**src/rtl/dpl_pkg.sv**
```systemverilog
package dpl_pkg;
    typedef enum logic [1:0] {
        LD_IDLE  = 2'd0,
        LD_SAFE  = 2'd1,
        LD_GUARD = 2'd2
    } load_state_t;
endpackage

```
**src/rtl/dpl_sync.sv**
```systemverilog
module dpl_sync #(
    parameter int WIDTH = 1,
    parameter logic [WIDTH-1:0] RST_VAL = '1
) (
    input  logic             clk,
    input  logic             rst,
    input  logic [WIDTH-1:0] async_in,
    output logic [WIDTH-1:0] sync_out
);
    logic [WIDTH-1:0] stage1;

    always_ff @(posedge clk) begin
        if (rst) begin
            stage1   <= RST_VAL;
            sync_out <= RST_VAL;
        end else begin
            stage1   <= async_in;
            sync_out <= stage1;
        end
    end
endmodule

```
**src/rtl/dpl_channel.sv**
```systemverilog
module dpl_channel #(
    parameter int LO_W = 8,
    parameter int HI_W = 4,
    localparam int CODE_W = LO_W + HI_W
) (
    input  logic              clk,
    input  logic              rst,
    input  logic              we_lo,
    input  logic              we_hi,
    input  logic [LO_W-1:0]   lo_data,
    input  logic [HI_W-1:0]   hi_data,
    input  logic              load_en,
    output logic [CODE_W-1:0] in_word,
    output logic [CODE_W-1:0] code
);
    logic [LO_W-1:0] lo_q;
    logic [HI_W-1:0] hi_q;

    always_ff @(posedge clk) begin
        if (rst) begin
            lo_q <= '0;
            hi_q <= '0;
        end else begin
            if (we_lo) lo_q <= lo_data;
            if (we_hi) hi_q <= hi_data;
        end
    end

    assign in_word = {hi_q, lo_q};

    always_ff @(posedge clk) begin
        if (rst)          code <= '0;
        else if (load_en) code <= in_word;
    end
endmodule

```
**src/rtl/dpl_load_fsm.sv**
```systemverilog
module dpl_load_fsm
    import dpl_pkg::*;
#(
    parameter int MIN_HOLD = 2,
    localparam int CNT_W = $clog2(MIN_HOLD + 1)
) (
    input  logic clk,
    input  logic rst,
    input  logic load_low,
    input  logic wr_act,
    output logic load_en,
    output logic viol
);
    load_state_t state, state_nx;
    logic [CNT_W-1:0] cnt, cnt_nx;

    always_ff @(posedge clk) begin
        if (rst) begin
            state <= LD_IDLE;
            cnt   <= '0;
        end else begin
            state <= state_nx;
            cnt   <= cnt_nx;
        end
    end

    always_comb begin
        state_nx = state;
        cnt_nx   = cnt;
        unique case (state)
            LD_IDLE: begin
                cnt_nx = '0;
                if (load_low) state_nx = wr_act ? LD_GUARD : LD_SAFE;
            end
            LD_SAFE: begin
                cnt_nx = '0;
                if (!load_low)   state_nx = LD_IDLE;
                else if (wr_act) state_nx = LD_GUARD;
            end
            LD_GUARD: begin
                if (!load_low) begin
                    state_nx = LD_IDLE;
                    cnt_nx   = '0;
                end else if (wr_act) begin
                    cnt_nx = '0;
                end else if (cnt == CNT_W'(MIN_HOLD - 1)) begin
                    state_nx = LD_SAFE;
                    cnt_nx   = '0;
                end else begin
                    cnt_nx = cnt + 1'b1;
                end
            end
            default: begin
                state_nx = LD_IDLE;
                cnt_nx   = '0;
            end
        endcase
    end

    always_ff @(posedge clk) begin
        if (rst)                              viol <= 1'b0;
        else if (state == LD_GUARD && !load_low) viol <= 1'b1;
    end

    assign load_en = load_low;
endmodule

```
**src/rtl/dac_pair_loader.sv**
```systemverilog
module dac_pair_loader #(
    parameter int BUS_W    = 8,
    parameter int CODE_W   = 12,
    parameter int MIN_HOLD = 2,
    localparam int HI_W    = CODE_W - BUS_W,
    localparam int N_CH    = 2
) (
    input  logic              clk,
    input  logic              rst,
    input  logic              cs_n,
    input  logic              wr_n,
    input  logic [1:0]        addr,
    input  logic [BUS_W-1:0]  data,
    input  logic              ldac_n,
    output logic [CODE_W-1:0] code_a,
    output logic [CODE_W-1:0] code_b,
    output logic              load_viol
);
    logic cs_s, wr_s, ldac_s;
    logic wr_act, load_en;
    logic [N_CH-1:0][CODE_W-1:0] in_word;
    logic [N_CH-1:0][CODE_W-1:0] code;

    dpl_sync #(.WIDTH(3), .RST_VAL(3'b111)) u_sync (
        .clk      (clk),
        .rst      (rst),
        .async_in ({cs_n, wr_n, ldac_n}),
        .sync_out ({cs_s, wr_s, ldac_s})
    );

    assign wr_act = !cs_s && !wr_s;

    dpl_load_fsm #(.MIN_HOLD(MIN_HOLD)) u_fsm (
        .clk      (clk),
        .rst      (rst),
        .load_low (!ldac_s),
        .wr_act   (wr_act),
        .load_en  (load_en),
        .viol     (load_viol)
    );

    for (genvar ch = 0; ch < N_CH; ch++) begin : g_ch
        logic sel;
        assign sel = wr_act && (addr[1] == ch[0]);
        dpl_channel #(.LO_W(BUS_W), .HI_W(HI_W)) u_chan (
            .clk     (clk),
            .rst     (rst),
            .we_lo   (sel && !addr[0]),
            .we_hi   (sel && addr[0]),
            .lo_data (data),
            .hi_data (data[HI_W-1:0]),
            .load_en (load_en),
            .in_word (in_word[ch]),
            .code    (code[ch])
        );
    end

    assign code_a = code[0];
    assign code_b = code[1];
endmodule

```
**config.mk**
```make
export PLATFORM = sky130hd
export DESIGN_NAME = dac_pair_loader
export DESIGN_NICKNAME = d
export VERILOG_FILES = /design/src/rtl/dpl_pkg.sv /design/src/rtl/dpl_sync.sv /design/src/rtl/dpl_channel.sv /design/src/rtl/dpl_load_fsm.sv /design/src/rtl/dac_pair_loader.sv
export SDC_FILE = /design/constraint.sdc
export NUM_CORES = 1
export LEC_CHECK = 0
export ABC_CLOCK_PERIOD_IN_PS = 2029
export BUFFER_PORTS_ARGS = -buffer_cell sky130_fd_sc_hd__buf_2
export CAP_MARGIN = 20
export CORE_MARGIN = 4
export CORE_UTILIZATION = 54
export CTS_CLUSTER_SIZE = 16
export DETAILED_ROUTE_END_ITERATION = 10
export GPL_ROUTABILITY_DRIVEN = 0
export GPL_TIMING_DRIVEN = 0
export PLACE_DENSITY = 0.78
export SKIP_LAST_GASP = 1
export SLEW_MARGIN = 20
export SYNTH_ARGS = -nofsm -noshare
export SYNTH_HDL_FRONTEND = slang
export SYNTH_SLANG_ARGS = --single-unit
```
**constraint.sdc**
```tcl
create_clock -name clk -period 2.03 [get_ports clk]
set_clock_uncertainty 0.2 [all_clocks]
set_input_delay 0 -clock clk [delete_from_list [all_inputs] [get_ports clk]]
set_output_delay 0 -clock clk [all_outputs]
set_load 0.01 [all_outputs]
```
# Word level (Yosys, flattened, before mapping)
# Index checks and enable logic that the tools add are counted.
dict set report classes {
  add_sub_neg 1
  bitwise_logic 2
  n_reduce_logical 14
  eq_ne 7
  mux 8
}
# op count
set ops {}
lappend ops {{$mux W2} 7}
lappend ops {{$logic_and A1 B1 Y1} 8}
lappend ops {{$ne A3 B2 Y1 const B} 2}
lappend ops {{$pmux W2 S3} 1}
lappend ops {{$reduce_or A5 Y1} 1}
lappend ops {{$eq A2 B1 Y1 const B} 2}
lappend ops {{$reduce_and A4 Y1} 1}
lappend ops {{$logic_not A1 Y1} 3}
lappend ops {{$ne A3 B3 Y1 const B} 1}
lappend ops {{$add A2 B1 Y2 const B} 1}
lappend ops {{$eq A2 B2 Y1 const B} 1}
lappend ops {{$logic_not A2 Y1} 1}
lappend ops {{$ne A2 B2 Y1 const B} 1}
lappend ops {{$not A1 Y1} 2}
dict set report totals {
  output_inout_bits 25
  elab_cells 43
  inputBits 15
  ff_bits 59
}

# Longest topological paths before layout
dict set report depth {
  ltp_word 5
  mapped_depth 4
  depth_no_buf 4
}

# Modules after synthesis
# Synthesis repeated with hierarchy kept, for this count alone.
dict set report unflattened {
  cells_unflattened 192
  area_unflattened_um2 2092.0
}
# module seq_area_each_um2 instances area_each_um2 cells_per_inst
set by_module_without_submodules {}
lappend by_module_without_submodules {dpl_channel 480.5 2 844.6 77}
lappend by_module_without_submodules {dpl_load_fsm 100.1 1 201.4 20}
lappend by_module_without_submodules {dpl_sync 120.1 1 157.7 12}
lappend by_module_without_submodules {dac_pair_loader 0.0 1 43.8 6}

# Least setup slack after synthesis
# OpenSTA, ideal clock, no wires.
dict set report synth_timing {
  kind {register to register}
  start {register u_sync.sync_out[2]}
  end {register g_ch[1].u_chan.lo_q[0]}
  path_buffers 1
  t_required_ps 1709
  t_arrival_ps 1124
  stages_incl_launch_ff 4
  setup_ps 121
  setup_slack_ps 585
  period_less_slack_ps 1445
  cell_sequence {dfxtp_1 -> or4b_1 -> buf_6 -> mux2i_1}
}
dict set report synth_between {
  elab_chain_cells 4
}
# element line
set synth_lines {}
lappend synth_lines {{from (decl)} dpl_sync.sv:8} ;# output logic [WIDTH-1:0] sync_out
lappend synth_lines {{from (signal assigned)} dpl_sync.sv:18} ;# sync_out <= stage1;
lappend synth_lines {{$logic_not A1 Y1} dac_pair_loader.sv:31} ;# assign wr_act = !cs_s && !wr_s;
lappend synth_lines {{$logic_and A1 B1 Y1} dac_pair_loader.sv:31}
lappend synth_lines {{$logic_and A1 B1 Y1} dac_pair_loader.sv:44} ;# assign sel = wr_act && (addr[1] == ch[0]);
lappend synth_lines {{$logic_and A1 B1 Y1} dac_pair_loader.sv:48} ;# .we_lo (sel && !addr[0]),
lappend synth_lines {{to (signal assigned)} dpl_channel.sv:24} ;# if (we_lo) lo_q <= lo_data;
lappend synth_lines {{to (decl)} dpl_channel.sv:16} ;# logic [LO_W-1:0] lo_q;
# Every way passes these cells.
# A chain may end at the register's enable or synchronous reset.

# Worst setup path after layout
dict set report layout_timing {
  start {register u_sync.sync_out[2]}
  end {register g_ch[0].u_chan.lo_q[0]}
}
dict set report layout_between {
  elab_chain_cells 4
}
# element line
set layout_lines {}
lappend layout_lines {{$logic_not A1 Y1} dac_pair_loader.sv:31}
lappend layout_lines {{$logic_and A1 B1 Y1} dac_pair_loader.sv:31}
lappend layout_lines {{$logic_and A1 B1 Y1} dac_pair_loader.sv:44}
lappend layout_lines {{$logic_and A1 B1 Y1} dac_pair_loader.sv:48}
lappend layout_lines {{to (signal assigned)} dpl_channel.sv:24}
lappend layout_lines {{to (decl)} dpl_channel.sv:16}
# Every way passes these cells.

==> results_dict.tcl <==
set metrics [dict create \
    run_status "finished, final reports clean" \
    cts_tree "built" \
    timing.critical_path.arrival_ns 1.65 \
    rr_endpoint "g_ch[0].u_chan.lo_q[0]$_SDFFE_PP0P_" \
    crit-reg2reg-launch "u_sync.sync_out[2]$_SDFF_PP1_" \
    fp.dieH_um 71.88 \
    nNetsFinal 279 \
    postSynthRegisterBits 59 \
    ys_dominant_reg_cell "sky130_fd_sc_hd__dfxtp_1" \
    critical_path.max_fanout 8 \
    row_count 22 \
    cts_num_sinks 59 \
    maxCapViolCount 0 \
    maximum_number_of_pins_on_one_net_before_global_route_repair 11 \
    detailedRoute.firstPassIterationCount 4 \
    cts.htree.levels 3 \
    nFillCells 303 \
    routed_wirelength_mm 4.354 \
    synth-async-reset-ratio 0 \
    placeableCoreArea_um2 3799 \
    synth.net_count 217 \
    grt-ovfl-total 0 \
    route.detailed.drc 0 \
    startpoint "u_sync.sync_out[2]$_SDFF_PP1_" \
    drive_gt1_frac 0.2500 \
    synth.distinct_cells 20 \
    synth.yosys.seq_area_share 0.5361 \
    report.power.total_w 0.002270 \
    ant_nets 0 \
    syn-instance-count 201 \
    report.final.setup_viol 0 \
    max_slew_violations 0 \
    die_outline_area_um2 5166 \
    grt_pass1_vias 1577 \
    synth_largest_type_area_fraction 0.5361 \
    routed_wire_length_per_instance_um 13.78 \
    power_density_nw_per_um2 818.1 \
    synth_area_um2 2203 \
    fmax_mhz 629.2 \
    setup_repair_after_global_routing_missed_its_margin "false" \
    leakagePower_nw 1.372 \
    crit_path_start_kind "flip-flop" \
    fin_tns_setup_ns 0 \
    drtIter0Drc 54 \
    ys_warn_count 0 \
    diodes 0 \
    synth.cells.most_frequent "sky130_fd_sc_hd__dfxtp_1, sky130_fd_sc_hd__mux2i_1, sky130_fd_sc_hd__nand2b_1" \
    initial_core_util 0.5800 \
    antenna_found_initial 0 \
    grt_use_total 0.1926 \
    wire_length_of_the_first_global_routing_pass_mm 7.493 \
    critical_path_required_ns 2.09 \
    timing_worst_setup_path_type "reg2reg" \
    dominant_cell_by_count_in_the_synthesized_netlist "sky130_fd_sc_hd__dfxtp_1" \
    cts_buffers 9 \
    synth_edf_count 0 \
    cts.repair_timing.setup_buffer_count 0 \
    die_x_um 71.88 \
    final_period_minus_worst_setup_slack_ns 1.589 \
    port-buffer-count 38 \
    capturing_instance_or_port_of_the_critical_path "g_ch[0].u_chan.lo_q[0]$_SDFFE_PP0P_" \
    holdCritPathClass "in2reg" \
    detailroute.via_count 1587 \
    netlist.top_cell.by_area "sky130_fd_sc_hd__dfxtp_1" \
    final_period_utilization 0.7829 \
    areaGrowthSynthToFinish_pct 25.95 \
    design.portCount 40 \
    dp.final_hpwl_mm 2.984 \
    post_cts_resize_count 0 \
    final_hold_slack_ns 0.02620 \
    timing.critical_path.to_type "flip-flop" \
    synth_area_per_cell_um2 10.96 \
    synth.top_cells.by_area "sky130_fd_sc_hd__dfxtp_1, sky130_fd_sc_hd__mux2i_1, sky130_fd_sc_hd__nand2b_1" \
    clock_tree.root_cell "sky130_fd_sc_hd__clkbuf_8" \
    slew-limit-headroom 0.5159 \
    clk-insertion-delay-late_ns 0.33 \
    worst_r2r_path_depth 2 \
    final_hold_violating_endpoints 0 \
    worst_ir_drop_vdd_v 0.0006606 \
    clk_pin_slew_worst_paths_ns 0.06 \
    worst_pin_slew_ns 0.7208 \
    reg2reg_slack_ns 0.44 \
    cts_buffer_depth 2 \
    via_per_inst 5.022 \
]
-- through the flow --
step,cell area [um2],utilization,worst slack [ns],std cells
floorplan,2203,-,0.5848,201
global placement,2454,0.6459,0.4555,287
detailed placement,2454,0.6459,0.4335,287
CTS,2775,0.7306,0.4171,316
global route,2775,0.7306,0.3546,316
finish,2775,0.7306,0.4406,316
-- metal layers --
layer / GRT usage / routed length [um] / vias up
li1: - / - / 797
met1: 0.2400 / 2006 / 750
met2: 0.2969 / 2069 / 31
met3: 0.07574 / 217 / 9
met4: 0.07933 / 61 / 0
met5: 0 / 0 / -
-- power breakdown --
part	switching [W]	leakage (nW)	internal, W
sequential	0.00000451	0.477	0.00117
combinational	0.0000498	0.796	0.0000551
clock	0.000420	0.0997	0.000576
-- timing repair --
| item | 4_1_cts | 5_1_grt |
|---|---|---|
| hold buffers | 13 | 0 |
| endpoints found under the setup margin | 0 | 0 |
| hold endpoints to repair | 27 | 0 |
-- kinds of logic after synthesis --
group                    Yosys count  synth area share
AND/OR/NAND/NOR                   74            0.1959
buffers and inverters             15           0.03180
adder cells (fa/ha/maj)            1          0.005678
flip-flops                        59            0.5361
multiplexers                      48            0.2181
AO/OA/AOI/OAI                      4           0.01249
-- sequential cells by signal, indices dropped and copies added, names as in the netlist --
name	flops
g_ch.u_chan.code	24
g_ch.u_chan.hi_q	8
g_ch.u_chan.lo_q	16
u_fsm.cnt	2
u_fsm.state	2
u_fsm.viol	1
u_sync.stage1	3
u_sync.sync_out	3
-- cell type report --
type	instances	area, um2	share of cell area
Buffer	13	62.56	0.02254
Clock buffer	15	186.4	0.06718
Clock inverter	1	5.005	0.001803
Inverter	2	7.507	0.002705
Multi-Input combinational cell	127	952.2	0.3431
Sequential cell	59	1181	0.4256
Tap cell	48	60.06	0.02164
Timing Repair Buffer	51	320.3	0.1154
-- critical path: stages, from the launching register on --
cell and delay (ns):
sky130_fd_sc_hd__dfxtp_1 0.36, sky130_fd_sc_hd__nor4_4 0.69, sky130_fd_sc_hd__mux2i_1 0.26
-- layout by cell type, fill, tap and decap left out --
cell / n
sky130_fd_sc_hd__clkinv_2: 1
sky130_fd_sc_hd__nand4bb_1: 1
sky130_fd_sc_hd__dfxtp_1: 59
sky130_fd_sc_hd__nor4_4: 1
sky130_fd_sc_hd__nor2b_1: 1
sky130_fd_sc_hd__clkbuf_1: 9
sky130_fd_sc_hd__nand2b_1: 33
sky130_fd_sc_hd__a211oi_1: 2
sky130_fd_sc_hd__or2_2: 7
sky130_fd_sc_hd__or4b_1: 2
sky130_fd_sc_hd__clkbuf_8: 13
sky130_fd_sc_hd__buf_6: 1
sky130_fd_sc_hd__o21a_1: 1
sky130_fd_sc_hd__ha_1: 1
sky130_fd_sc_hd__inv_1: 2
sky130_fd_sc_hd__nand3b_1: 1
sky130_fd_sc_hd__or3b_2: 1
sky130_fd_sc_hd__nor4_1: 2
sky130_fd_sc_hd__dlygate4sd3_1: 13
sky130_fd_sc_hd__nor2_1: 25
sky130_fd_sc_hd__a21oi_1: 1
sky130_fd_sc_hd__buf_2: 43
sky130_fd_sc_hd__mux2i_1: 48
-- worst min path at each step --
stage / from / to / slack, ns / cells past startpoint
2_1_floorplan: ldac_n / u_sync.stage1[0]$_SDFF_PP1_ / -0.1 / 1
3_3_place_gp: cs_n / u_sync.stage1[2]$_SDFF_PP1_ / -0.02 / 2
3_5_place_dp: cs_n / u_sync.stage1[2]$_SDFF_PP1_ / -0.01 / 2
4_1_cts: rst / g_ch[1].u_chan.lo_q[3]$_SDFFE_PP0P_ / 0.03 / 3
5_1_grt: rst / g_ch[1].u_chan.hi_q[2]$_SDFFE_PP0P_ / 0.07 / 3
6_report: rst / g_ch[1].u_chan.lo_q[3]$_SDFFE_PP0P_ / 0.03 / 3
Power figures use the tool's default switching activity.
